==> src/rtl/irq_pkg.sv <==
package irq_pkg;
  function automatic int ceil_div(input int a, input int b);
    return (a + b - 1) / b;
  endfunction
  function automatic int sel_width(input int n);
    return (n > 1) ? $clog2(n) : 1;
  endfunction
endpackage

==> src/rtl/irq_edge_det.sv <==
module irq_edge_det #(
  parameter int N = 2
) (
  input  logic         clk,
  input  logic         rst,
  input  logic [N-1:0] lvl_i,
  input  logic [N-1:0] rise_i,
  output logic [N-1:0] evt_o
);
  logic [N-1:0] prev_q;

  always_ff @(posedge clk) begin
    prev_q <= lvl_i;
  end

  always_comb begin
    for (int i = 0; i < N; i++)
      evt_o[i] = rise_i[i] ? (lvl_i[i] & ~prev_q[i]) : (~lvl_i[i] & prev_q[i]);
  end

  for (genvar i = 0; i < N; i++) begin : g_chk
    assert_rise_evt_R3: assert property (@(posedge clk) disable iff (rst)
      (rise_i[i] && $rose(lvl_i[i])) |-> evt_o[i]);
    assert_wrong_dir_R3: assert property (@(posedge clk) disable iff (rst)
      (rise_i[i] && $fell(lvl_i[i])) |-> !evt_o[i]);
    assert_fall_evt_R3: assert property (@(posedge clk) disable iff (rst)
      (!rise_i[i] && $fell(lvl_i[i])) |-> evt_o[i]);
  end
endmodule

==> src/rtl/irq_flag_grp.sv <==
module irq_flag_grp #(
  parameter int W = 4
) (
  input  logic         clk,
  input  logic         rst,
  input  logic [W-1:0] set_i,
  input  logic [W-1:0] clr_i,
  input  logic         msk_we,
  input  logic [W-1:0] msk_d,
  output logic [W-1:0] flag_o,
  output logic         pend_o
);
  logic [W-1:0] mask_q;

  always_ff @(posedge clk) begin
    if (rst) begin
      flag_o <= '0;
      mask_q <= '0;
    end else begin
      flag_o <= (flag_o & ~clr_i) | set_i;
      if (msk_we) mask_q <= msk_d;
    end
  end

  assign pend_o = |(flag_o & mask_q);

  for (genvar b = 0; b < W; b++) begin : g_chk
    assert_set_wins_R6: assert property (@(posedge clk) disable iff (rst)
      set_i[b] |=> flag_o[b]);
    assert_sticky_R4: assert property (@(posedge clk) disable iff (rst)
      (flag_o[b] && !clr_i[b]) |=> flag_o[b]);
    assert_clear_R7: assert property (@(posedge clk) disable iff (rst)
      (clr_i[b] && !set_i[b]) |=> !flag_o[b]);
  end
endmodule

==> src/rtl/irq_gather.sv <==
module irq_gather
  import irq_pkg::*;
#(
  parameter int NUM_EXT = 2,
  parameter int NUM_INT = 6,
  parameter int BUS_W   = 4,
  localparam int TOTAL   = NUM_EXT + NUM_INT,
  localparam int NUM_GRP = ceil_div(TOTAL, BUS_W),
  localparam int PAD     = NUM_GRP * BUS_W,
  localparam int SEL_W   = sel_width(NUM_GRP)
) (
  input  logic               clk,
  input  logic               rst,
  input  logic [NUM_EXT-1:0] ext_lvl,
  input  logic [NUM_EXT-1:0] ext_rise,
  input  logic [NUM_INT-1:0] int_pulse,
  input  logic [SEL_W-1:0]   reg_sel,
  input  logic               rd_en,
  output logic [BUS_W-1:0]   rd_data,
  input  logic               clr_en,
  input  logic [BUS_W-1:0]   clr_bits,
  input  logic               msk_we,
  input  logic [BUS_W-1:0]   msk_data,
  input  logic               gen_we,
  input  logic               gen_val,
  input  logic               halt_enter,
  output logic               irq_req
);
  logic [NUM_EXT-1:0] ext_evt;
  logic [PAD-1:0]     src_vec;
  logic [BUS_W-1:0]   grp_flag [NUM_GRP];
  logic [NUM_GRP-1:0] grp_pend;
  logic [BUS_W-1:0]   rd_mux;
  logic               gen_en;

  irq_edge_det #(.N(NUM_EXT)) i_edge (
    .clk(clk), .rst(rst), .lvl_i(ext_lvl), .rise_i(ext_rise), .evt_o(ext_evt)
  );

  always_comb begin
    src_vec = '0;
    src_vec[TOTAL-1:0] = {int_pulse, ext_evt};
  end

  for (genvar g = 0; g < NUM_GRP; g++) begin : g_grp
    logic             hit;
    logic [BUS_W-1:0] clr_vec;
    assign hit     = (reg_sel == SEL_W'(g));
    assign clr_vec = hit ? ({BUS_W{rd_en}} | (clr_en ? clr_bits : '0)) : '0;
    irq_flag_grp #(.W(BUS_W)) i_grp (
      .clk(clk), .rst(rst),
      .set_i(src_vec[g*BUS_W +: BUS_W]),
      .clr_i(clr_vec),
      .msk_we(msk_we && hit),
      .msk_d(msk_data),
      .flag_o(grp_flag[g]),
      .pend_o(grp_pend[g])
    );
  end

  always_comb begin
    rd_mux = '0;
    for (int g = 0; g < NUM_GRP; g++)
      if (reg_sel == SEL_W'(g)) rd_mux = grp_flag[g];
  end

  always_ff @(posedge clk) begin
    if (rst) begin
      gen_en  <= 1'b0;
      irq_req <= 1'b0;
      rd_data <= '0;
    end else begin
      if (halt_enter)  gen_en <= 1'b1;
      else if (gen_we) gen_en <= gen_val;
      irq_req <= gen_en & (|grp_pend);
      if (rd_en) rd_data <= rd_mux;
    end
  end

  assert_halt_arms_R9: assert property (@(posedge clk) disable iff (rst)
    halt_enter |=> gen_en);
  assert_gate_off_R8: assert property (@(posedge clk) disable iff (rst)
    !gen_en |=> !irq_req);
  assert_no_pend_R4: assert property (@(posedge clk) disable iff (rst)
    (grp_pend == '0) |=> !irq_req);
  assert_rd_hold_R5: assert property (@(posedge clk) disable iff (rst)
    !rd_en |=> $stable(rd_data));
endmodule

==> config.mk <==
export PLATFORM = sky130hd
export DESIGN_NAME = irq_gather
export DESIGN_NICKNAME = d
export VERILOG_FILES = /design/src/rtl/irq_pkg.sv /design/src/rtl/irq_edge_det.sv /design/src/rtl/irq_flag_grp.sv /design/src/rtl/irq_gather.sv
export SDC_FILE = /design/constraint.sdc
export NUM_CORES = 1
export LEC_CHECK = 0
export CAP_MARGIN = 20
export CORE_UTILIZATION = 35
export CTS_BUF_LIST = sky130_fd_sc_hd__clkbuf_8
export CTS_CLUSTER_DIAMETER = 200
export DETAILED_ROUTE_END_ITERATION = 16
export PLACE_DENSITY_LB_ADDON = 0.15
export REMOVE_ABC_BUFFERS = 1
export SETUP_SLACK_MARGIN = 0.3
export SLEW_MARGIN = 20
export SYNTH_ARGS = -nofsm -noshare
export SYNTH_HDL_FRONTEND = slang
export SYNTH_SLANG_ARGS = --single-unit
==> constraint.sdc <==
create_clock -name clk -period 1.1 [get_ports clk]
set_input_delay 0.22 -clock clk [delete_from_list [all_inputs] [get_ports clk]]
set_output_delay 0.22 -clock clk [all_outputs]
set_load 0.01 [all_outputs]
## After elaboration in Yosys (flattened, before gate mapping)

Cells that the tools add are included.
W data, S select, Z words.

- Bits in registers: 24
- Input bits: 27
- Output and inout bits: 5
- Logic and storage cells: 39

- Mux-type cells: 8
- Bitwise logic cells: 19
- Reductions and logical operators: 4

Operators with widths:

| kind | count |
|---|---|
| $and A4 B4 Y4 | 4 |
| $mux W4 | 4 |
| $or A4 B4 Y4 | 3 |
| $not A4 Y4 | 2 |
| $reduce_or A8 Y1 | 1 |
| $and A1 B1 Y1 | 5 |
| $not A1 Y1 | 5 |
| $mux W1 | 4 |
| $logic_and A1 B1 Y1 | 2 |
| $reduce_bool A2 Y1 | 1 |

## Longest topological paths before layout

Gate-level depths: netlist (run 1).

- Depth in word-level cells: 6
- Depth in mapped cells: 5
- Mapped depth without buffers: 3

## Hierarchy

A second synthesis (run 1) with hierarchy kept.

- Cell total of the unflattened synthesis: 114
- Area total of the unflattened synthesis: 1029.7 µm²

By module, submodules not included:

| module | instances | cells an instance | area an instance (µm²) | sequential area each (µm²) |
|---|---|---|---|---|
| irq_flag_grp | 2 | 33 | 310.3 | 160.2 |
| irq_gather | 1 | 40 | 327.8 | 120.1 |
| irq_edge_det | 1 | 8 | 81.3 | 40.0 |

## Worst setup path after synthesis (run 1)

OpenSTA, ideal clock, no wires.

- Path kind: register to register
- Start: register g_grp[1].i_grp.flag_o[0]
- End: register irq_req
- Setup time: 0.132 ns
- Data arrival time: 0.812 ns
- Required time: 0.968 ns
- Slack: 0.156 ns
- Stages on the path, launching flop included: 4
- Path buffers: 0
- Clock period less this slack: 0.944 ns
- Cells stage by stage: dfxtp_1 > a22o_1 > a221oi_1 > a311oi_1

- Longest elaborated chain between the ends: 3

RTL lines:

| what | RTL line | text |
|---|---|---|
| from (decl) | irq_flag_grp.sv:10 | `output logic [W-1:0] flag_o,` |
| from (signal assigned) | irq_flag_grp.sv:20 | `flag_o <= (flag_o & ~clr_i) \| set_i;` |
| $and A4 B4 Y4 | irq_flag_grp.sv:25 | `assign pend_o = \|(flag_o & mask_q);` |
| $reduce_or A8 Y1 | irq_gather.sv:75 | `irq_req <= gen_en & (\|grp_pend);` |
| $and A1 B1 Y1 | irq_gather.sv:75 |  |
| to (signal assigned) | irq_gather.sv:75 |  |
| to (decl) | irq_gather.sv:27 | `output logic irq_req` |

Every way passes these cells.
A chain may end at the register's enable or synchronous reset.

## Worst setup path in the final report (run 1)

- Start: register g_grp[1].i_grp.mask_q[0]
- End: register irq_req

- Longest elaborated chain between the ends: 3

RTL lines:

| what | RTL line | text |
|---|---|---|
| from (decl) | irq_flag_grp.sv:13 | `logic [W-1:0] mask_q;` |
| from (signal assigned) | irq_flag_grp.sv:21 | `if (msk_we) mask_q <= msk_d;` |
| $and A4 B4 Y4 | irq_flag_grp.sv:25 |  |
| $reduce_or A8 Y1 | irq_gather.sv:75 |  |
| $and A1 B1 Y1 | irq_gather.sv:75 |  |

Every way passes these cells.

==> results of run 1 <==
## registers in the layout, summed over array words and instances (netlist names)
signal              count
i_edge.prev_q           2
rd_data                 4
gen_en                  1
g_grp.i_grp.mask_q      8
g_grp.i_grp.flag_o      8
irq_req                 1
## per-stage QoR
| stage | setup TNS, ps | utilization | worst slack (ps) | hold WS (ps) |
|---|---|---|---|---|
| floorplan | 0 | - | 156 | 248 |
| global placement | -3930 | 0.525 | -211 | 431 |
| detailed placement | -4490 | 0.525 | -297 | 430 |
| CTS | 0 | 0.594 | 98.6 | 208 |
| global route | 0 | 0.613 | 47.8 | 216 |
| finish | 0 | 0.613 | 80.8 | 211 |
## kinds of logic after synthesis
kind of cell,after synthesis,synth area share
AO/OA/AOI/OAI,28,0.174
buffers and inverters,9,0.0593
flip-flops,24,0.495
multiplexers,8,0.0826
AND/OR/NAND/NOR,36,0.188
## critical path, stage by stage (launching register included)
cell	delay, ps
dfxtp_2	320
a22o_1	220
a221oi_2	210
a311oi_1	140
## cells in the mapped netlist, types with 2 or more instances
library cell	count	share of area
a211oi_1	5	0.039
a21oi_1	14	0.072
a22oi_1	2	0.015
and3b_1	2	0.018
buf_6	3	0.035
dfxtp_1	24	0.50
inv_1	3	0.012
mux2i_1	8	0.083
nand2_1	5	0.019
nand3_1	4	0.021
nor2_1	15	0.058
nor3_1	4	0.021
nor3b_1	4	0.031
o21ai_0	3	0.015
## power by group through the flow
stage | clock, mW | combinational, mW | sequential (mW)
floorplan | 0 | 0.0958 | 0.971
global route | 0.637 | 0.379 | 0.973
global placement | 0 | 0.287 | 0.975
CTS | 0.601 | 0.335 | 0.962
finish | 0.589 | 0.356 | 0.967
detailed placement | 0 | 0.295 | 0.977
## worst max path at each step
stage,start,end,slack [ps],depth (start not counted)
floorplan,g_grp[1].i_grp.flag_o[0]$_SDFF_PP0_,irq_req$_SDFF_PP0_,160,3
global placement,reg_sel,g_grp[1].i_grp.flag_o[3]$_SDFF_PP0_,-210,4
detailed placement,reg_sel,g_grp[1].i_grp.flag_o[3]$_SDFF_PP0_,-300,4
CTS,g_grp[1].i_grp.mask_q[0]$_SDFFE_PP0P_,irq_req$_SDFF_PP0_,100,3
global route,g_grp[1].i_grp.mask_q[0]$_SDFFE_PP0P_,irq_req$_SDFF_PP0_,50,3
finish,g_grp[1].i_grp.mask_q[0]$_SDFFE_PP0P_,irq_req$_SDFF_PP0_,80,3
## repair_timing
| item | in CTS | in global routing |
|---|---|---|
| setup buffers | 2 | 2 |
| gates cloned | 2 | 0 |
| endpoints found under the setup margin | 27 | 16 |
| resized for setup | 64 | 13 |
| hold buffers | 0 | 0 |
| pin swaps | 18 | 6 |
## per-layer routing
metal,track usage,vias to the layer above,part of all wire
li1,-,460,-
met1,0.191,427,0.39
met2,0.337,33,0.54
met3,0.0500,4,0.059
met4,0.0769,0,0.014
met5,0,-,0
## cell type report
class,count,share of cell area
multi-input combinational,72,0.331
sequential,24,0.318
timing repair buffer,44,0.284
clock buffer,4,0.0353
tap,30,0.0241
inverter,3,0.00722
==> metrics.csv, run 1 <==
stage,metric,value,unit
status,status,"complete, no violations",
power,p_int,1.45,mW
placed_design,place_congestion,0.723,
sta,tightestPinTransition,264,ps
setup_path,critPathArrivalTime,1160,ps
min_path,worst_hold_path_type,in2reg,
min_path,holdPathEnd,i_edge.prev_q[1]$_DFF_P_,
setup_path,worst_setup_path_start_kind,register,
logic_synthesis,ys_warn_count,0,
cts,cts_max_level,1,
detailed_routing,num_vias,924,
cts,cts_root_buffer,clkbuf_8,
placed_design,place_area,1340,um^2
power,clock_power_share,0.308,
detailed_routing,drt_iter0_drc,8,
sta,timing.final.crit_share,0.927,
cells_and_area,nFillCells,223,
floorplanning,dieWidth,54.6,um
logic_synthesis,netlist_area,970,um^2
detailed_routing,viasPerCell,5.22,
logic_synthesis,async_flop_share,0,
sta,rsz0062_at_grt,yes,
cts,numClockSinks,24,
detailed_routing,postRouteAntennaNets,0,
detailed_routing,wire_per_inst,15.2,um
logic_synthesis,synth_edf_count,0,
placed_design,hpwl,1730,um
floorplanning,num_rows,18,
cells_and_area,syn_to_final_growth,60.8,%
cells_and_area,seqCellArea,495,um^2
sta,min_period,1020,ps
floorplanning,core,2540,um^2
global_route,grt_pass1_wl,3650,um
floorplanning,ioPinCount,32,
global_route,grtUsageTotal,0.183,
power,power.total,1.91,mW
power,cellPowerDensity,1230,nW/um^2
setup_path,worstPathRequired,1240,ps
setup_path,crit_fanout,2,
setup_path,r2r-start,g_grp[1].i_grp.mask_q[0]$_SDFFE_PP0P_,
power,p_seq_frac,0.506,
detailed_routing,finalWirelength,2700,um
cts,cts_made_buffers,3,
cts,cts_tree,done,
power,cellLeakagePower,0.659,nW
cells_and_area,fin_area,1560,um^2
cts,cts.clk_slew.worst_paths,80,ps
logic_synthesis,ys.flop_type,dfxtp_1,
logic_synthesis,ys_seq_elements,24,
min_path,min_delay_path_depth,1,
global_route,grt_max_degree,14,
logic_synthesis,yosysUniqueCellTypes,23,
cells_and_area,multiInputGateArea,517,um^2
cts,cts_buffer_depth,2,
cells_and_area,nets,175,
logic_synthesis,syn_avg_cell_area,9.24,um^2
global_route,grt_overflow,0,
placed_design,port_buffers,31,
floorplanning,dieArea,2980,um^2
global_route,antenna_found_initial,0,
power,p_sw,0.458,mW
detailed_routing,drc_errors,0,
cts,insertion_delay,260,ps
cells_and_area,final_common_cell,nor2_1,
global_route,grt_pass1_vias,839,
floorplanning,die_h,54.6,um
sta,finalMaxSlewViolations,0,
setup_path,regToRegSetupSlack,80,ps
cells_and_area,n_antenna_cell,0,
power,p_sw_frac,0.239,
cells_and_area,final_cell_mix,"nor2_1, dfxtp_1, dfxtp_2, clkdlybuf4s50_1, dlygate4sd2_1",
floorplanning,initial_utilization,0.381,
sta,setup_violations,0,
logic_synthesis,synth_seq_area_share,0.495,
setup_path,rr_worst_depth,3,
setup_path,path_class,reg2reg,
power,comb_power_share,0.186,
job,cap_viol_max_count,0,
power,max-vdd-ir-drop,0.00111,V
logic_synthesis,synthCells,105,
detailed_routing,firstDrtPassIters,4,
setup_path,reg2reg_to,irq_req$_SDFF_PP0_,
sta,final_hold_viol_count,0,
setup_path,endpoint_kind,register,
sta,timing.fmax,981,MHz
min_path,hp-start,ext_lvl[1],
sta,fin_skew,1.14,ps
placed_design,dp.cells,167,
cells_and_area,final_cell_count_no_fill,177,
sta,slew_headroom,0.824,
cells_and_area,drive_gt1_frac,0.347,
Note: power is estimated with default switching activity, not from simulation.
==> inputs of run 2 (changes only) <==
CTS_CLUSTER_DIAMETER = not set   (was 200)
TNS_END_PERCENT = 20   (was not set)
==> metrics.csv, run 2 (same netlist as run 1, synthesis figures left out) <==
stage,metric,value,unit,change
status,status,"complete, no violations",,
setup_path,critPathSlowestCell,dfxtp_2,,
detailed_routing,finalWirelength,2520,um,-6.5%
placed_design,port_buffers,31,,unchanged
floorplanning,dieWidth,54.6,um,unchanged
sta,tightestPinTransition,291,ps,+27.4 ps
job,cap_viol_max_count,0,,unchanged
power,max-vdd-ir-drop,0.00110,V,-0.90%
detailed_routing,postRouteAntennaNets,0,,unchanged
setup_path,rr_worst_depth,3,,unchanged
cells_and_area,top_regs,"g_grp.i_grp.flag_o x8, g_grp.i_grp.mask_q x8, rd_data x4",,
power,p_sw,0.432,mW,-5.5%
power,clock_power_share,0.313,,+0.005
sta,min_period,1010,ps,-4.23 ps
cells_and_area,syn_to_final_growth,52.0,%,
global_route,grt_pass1_vias,801,,-4.5%
cells_and_area,final_cell_count_no_fill,175,,-1.1%
cts,insertion_delay,260,ps,about the same
sta,timing.final.crit_share,0.923,,-0.00385
cells_and_area,fin_area,1470,um^2,-5.5%
cells_and_area,final_common_cell,clkdlybuf4s50_1,,
setup_path,crit_fanout,2,,unchanged
sta,rsz0062_at_grt,yes,,
global_route,grt_pass1_wl,3450,um,-5.5%
detailed_routing,viasPerCell,5.07,,-2.8%
power,p_sw_frac,0.231,,-0.00819
detailed_routing,drc_errors,0,,unchanged
sta,setup_violations,0,,unchanged
setup_path,cp_num_buf_inv,0,,unchanged
cells_and_area,utilization,0.579,,-0.0334
sta,holdWs,383,ps,+171 ps
sta,setup_ws,85.0,ps,+4.23 ps
detailed_routing,wire_per_inst,14.4,um,-5.4%
cts,cts_made_buffers,3,,unchanged
cells_and_area,multiInputGateArea,458,um^2,-11%
placed_design,place_congestion,0.723,,unchanged
placed_design,hpwl,1730,um,unchanged
power,p_seq_frac,0.514,,+0.008
setup_path,crit_family,compound AO/OA/AOI/OAI gates,,
setup_path,reg2reg_to,irq_req$_SDFF_PP0_,,
power,comb_power_share,0.173,,-0.013
cts,cts_buffer_depth,2,,unchanged
min_path,hp-start,msk_we,,
detailed_routing,top_layer,met4,,
sta,fin_skew,3.05,ps,+1.91 ps
detailed_routing,met3WireLength,95,um,-40%
min_path,worst_hold_path_type,in2reg,,
global_route,grt_max_degree,23,,+9
global_route,grt_overflow,0,,unchanged
floorplanning,num_rows,18,,unchanged
cells_and_area,n_antenna_cell,0,,unchanged
cts,cts_tree,done,,
placed_design,dp.cells,167,,unchanged
power,cellLeakagePower,0.632,nW,-4.1%
cells_and_area,seqCellArea,488,um^2,-1.5%
setup_path,critPathMaxStageDelay,330,ps,about the same
floorplanning,ioPinCount,32,,unchanged
global_route,antenna_found_initial,0,,unchanged
power,cellPowerDensity,1270,nW/um^2,+3.4%
cts,cts_max_level,1,,unchanged
power,p_int,1.44,mW,-1.1%
cells_and_area,drive_gt1_frac,0.228,,-0.119
global_route,grtUsageTotal,0.173,,-0.00969
detailed_routing,drt_iter0_drc,11,,+3
cells_and_area,nets,173,,-1.1%
cts,cts_root_buffer,clkbuf_8,,
placed_design,dp_slack,-297,ps,unchanged
setup_path,path_class,reg2reg,,
floorplanning,die_h,54.6,um,unchanged
detailed_routing,wl_met2,1370,um,-5.8%
floorplanning,initial_utilization,0.381,,unchanged
sta,final_hold_viol_count,0,,unchanged
setup_path,worst_setup_path_start_kind,register,,
cts,cts.clk_slew.worst_paths,80,ps,about the same
floorplanning,core,2540,um^2,unchanged
sta,finalMaxSlewViolations,0,,unchanged
min_path,min_delay_path_depth,3,,+2
setup_path,endpoint_kind,register,,
placed_design,place_area,1340,um^2,unchanged
detailed_routing,firstDrtPassIters,4,,unchanged
cells_and_area,final_cell_mix,"clkdlybuf4s50_1, dfxtp_1, nor2_1",,
setup_path,worstPathRequired,1240,ps,about the same
detailed_routing,num_vias,888,,-3.9%
min_path,holdPathEnd,g_grp[1].i_grp.mask_q[2]$_SDFFE_PP0P_,,
floorplanning,dieArea,2980,um^2,unchanged
sta,slew_headroom,0.806,,-0.0186
cts,numClockSinks,24,,unchanged
setup_path,critPathArrivalTime,1160,ps,about the same
setup_path,regToRegSetupSlack,90,ps,about the same
detailed_routing,wl_met1,1020,um,-2.5%
setup_path,r2r-start,g_grp[1].i_grp.mask_q[0]$_SDFFE_PP0P_,,
sta,timing.fmax,985,MHz,+0.42%
cells_and_area,nFillCells,234,,+4.9%
setup_path,cp_cell_sequence,"a22o_1, a221oi_2, a311oi_1",,
run 2: what timing repair did:
| action | in CTS | in global routing |
|---|---|---|
| buffers inserted | 2 | 0 |
| resized for setup | 39 | 5 |
| endpoints found under the hold margin | 0 | 0 |
| gates cloned | 1 | 1 |
| pin swaps | 3 | 1 |
| hold buffers | 0 | 0 |
| setup endpoints to repair | 27 | 27 |
run 2: area by class of cell:
cell class                 count  area share
sequential                    24       0.331
multi-input combinational     72       0.311
timing repair buffer          42       0.288
clock buffer                   4      0.0374
tap                           30      0.0255
inverter                       3     0.00764
run 2: routing by layer:
layer  global-route usage  vias to the layer above
met5                    0                        -
met2                0.317                       17
li1                     -                      455
met4               0.0769                        0
met3               0.0500                        4
met1                0.180                      412
run 2: power groups by stage:
stage               clock network [mW]  registers [mW]  logic, mW
global route                     0.637           0.968      0.349
CTS                              0.601           0.961      0.312
finish                           0.585           0.961      0.324
floorplan                            0           0.971     0.0958
detailed placement                   0           0.977      0.295
global placement                     0           0.975      0.287
run 2: per-stage QoR:
step                total power, mW  TNS, ps
CTS                            1.87        0
finish                         1.87        0
detailed placement             1.27    -4490
floorplan                      1.07        0
global placement               1.26    -3930
global route                   1.95        0
run 2: how the worst max path moves through the flow:
stage | slack [ps] | depth (start not counted) | start | endpoint
floorplan | 160 | 3 | g_grp[1].i_grp.flag_o[0]$_SDFF_PP0_ | irq_req$_SDFF_PP0_
global route | 50 | 3 | g_grp[1].i_grp.mask_q[0]$_SDFFE_PP0P_ | irq_req$_SDFF_PP0_
finish | 90 | 3 | g_grp[1].i_grp.mask_q[0]$_SDFFE_PP0P_ | irq_req$_SDFF_PP0_
global placement | -210 | 4 | reg_sel | g_grp[1].i_grp.flag_o[3]$_SDFF_PP0_
detailed placement | -300 | 4 | reg_sel | g_grp[1].i_grp.flag_o[3]$_SDFF_PP0_
CTS | 100 | 3 | g_grp[1].i_grp.mask_q[0]$_SDFFE_PP0P_ | irq_req$_SDFF_PP0_
run 2: worst min-delay path: stages:
cell and delay [ps]:
dlymetal6s2s_1 200, nand3_1 120, a21oi_1 60
==> inputs of run 3 (changes only) <==
ABC_CLOCK_PERIOD_IN_PS = 1100   (was not set)
==> results of run 3 <==
Same layout as run 2: the final DEF is identical, and so are final timing and power.
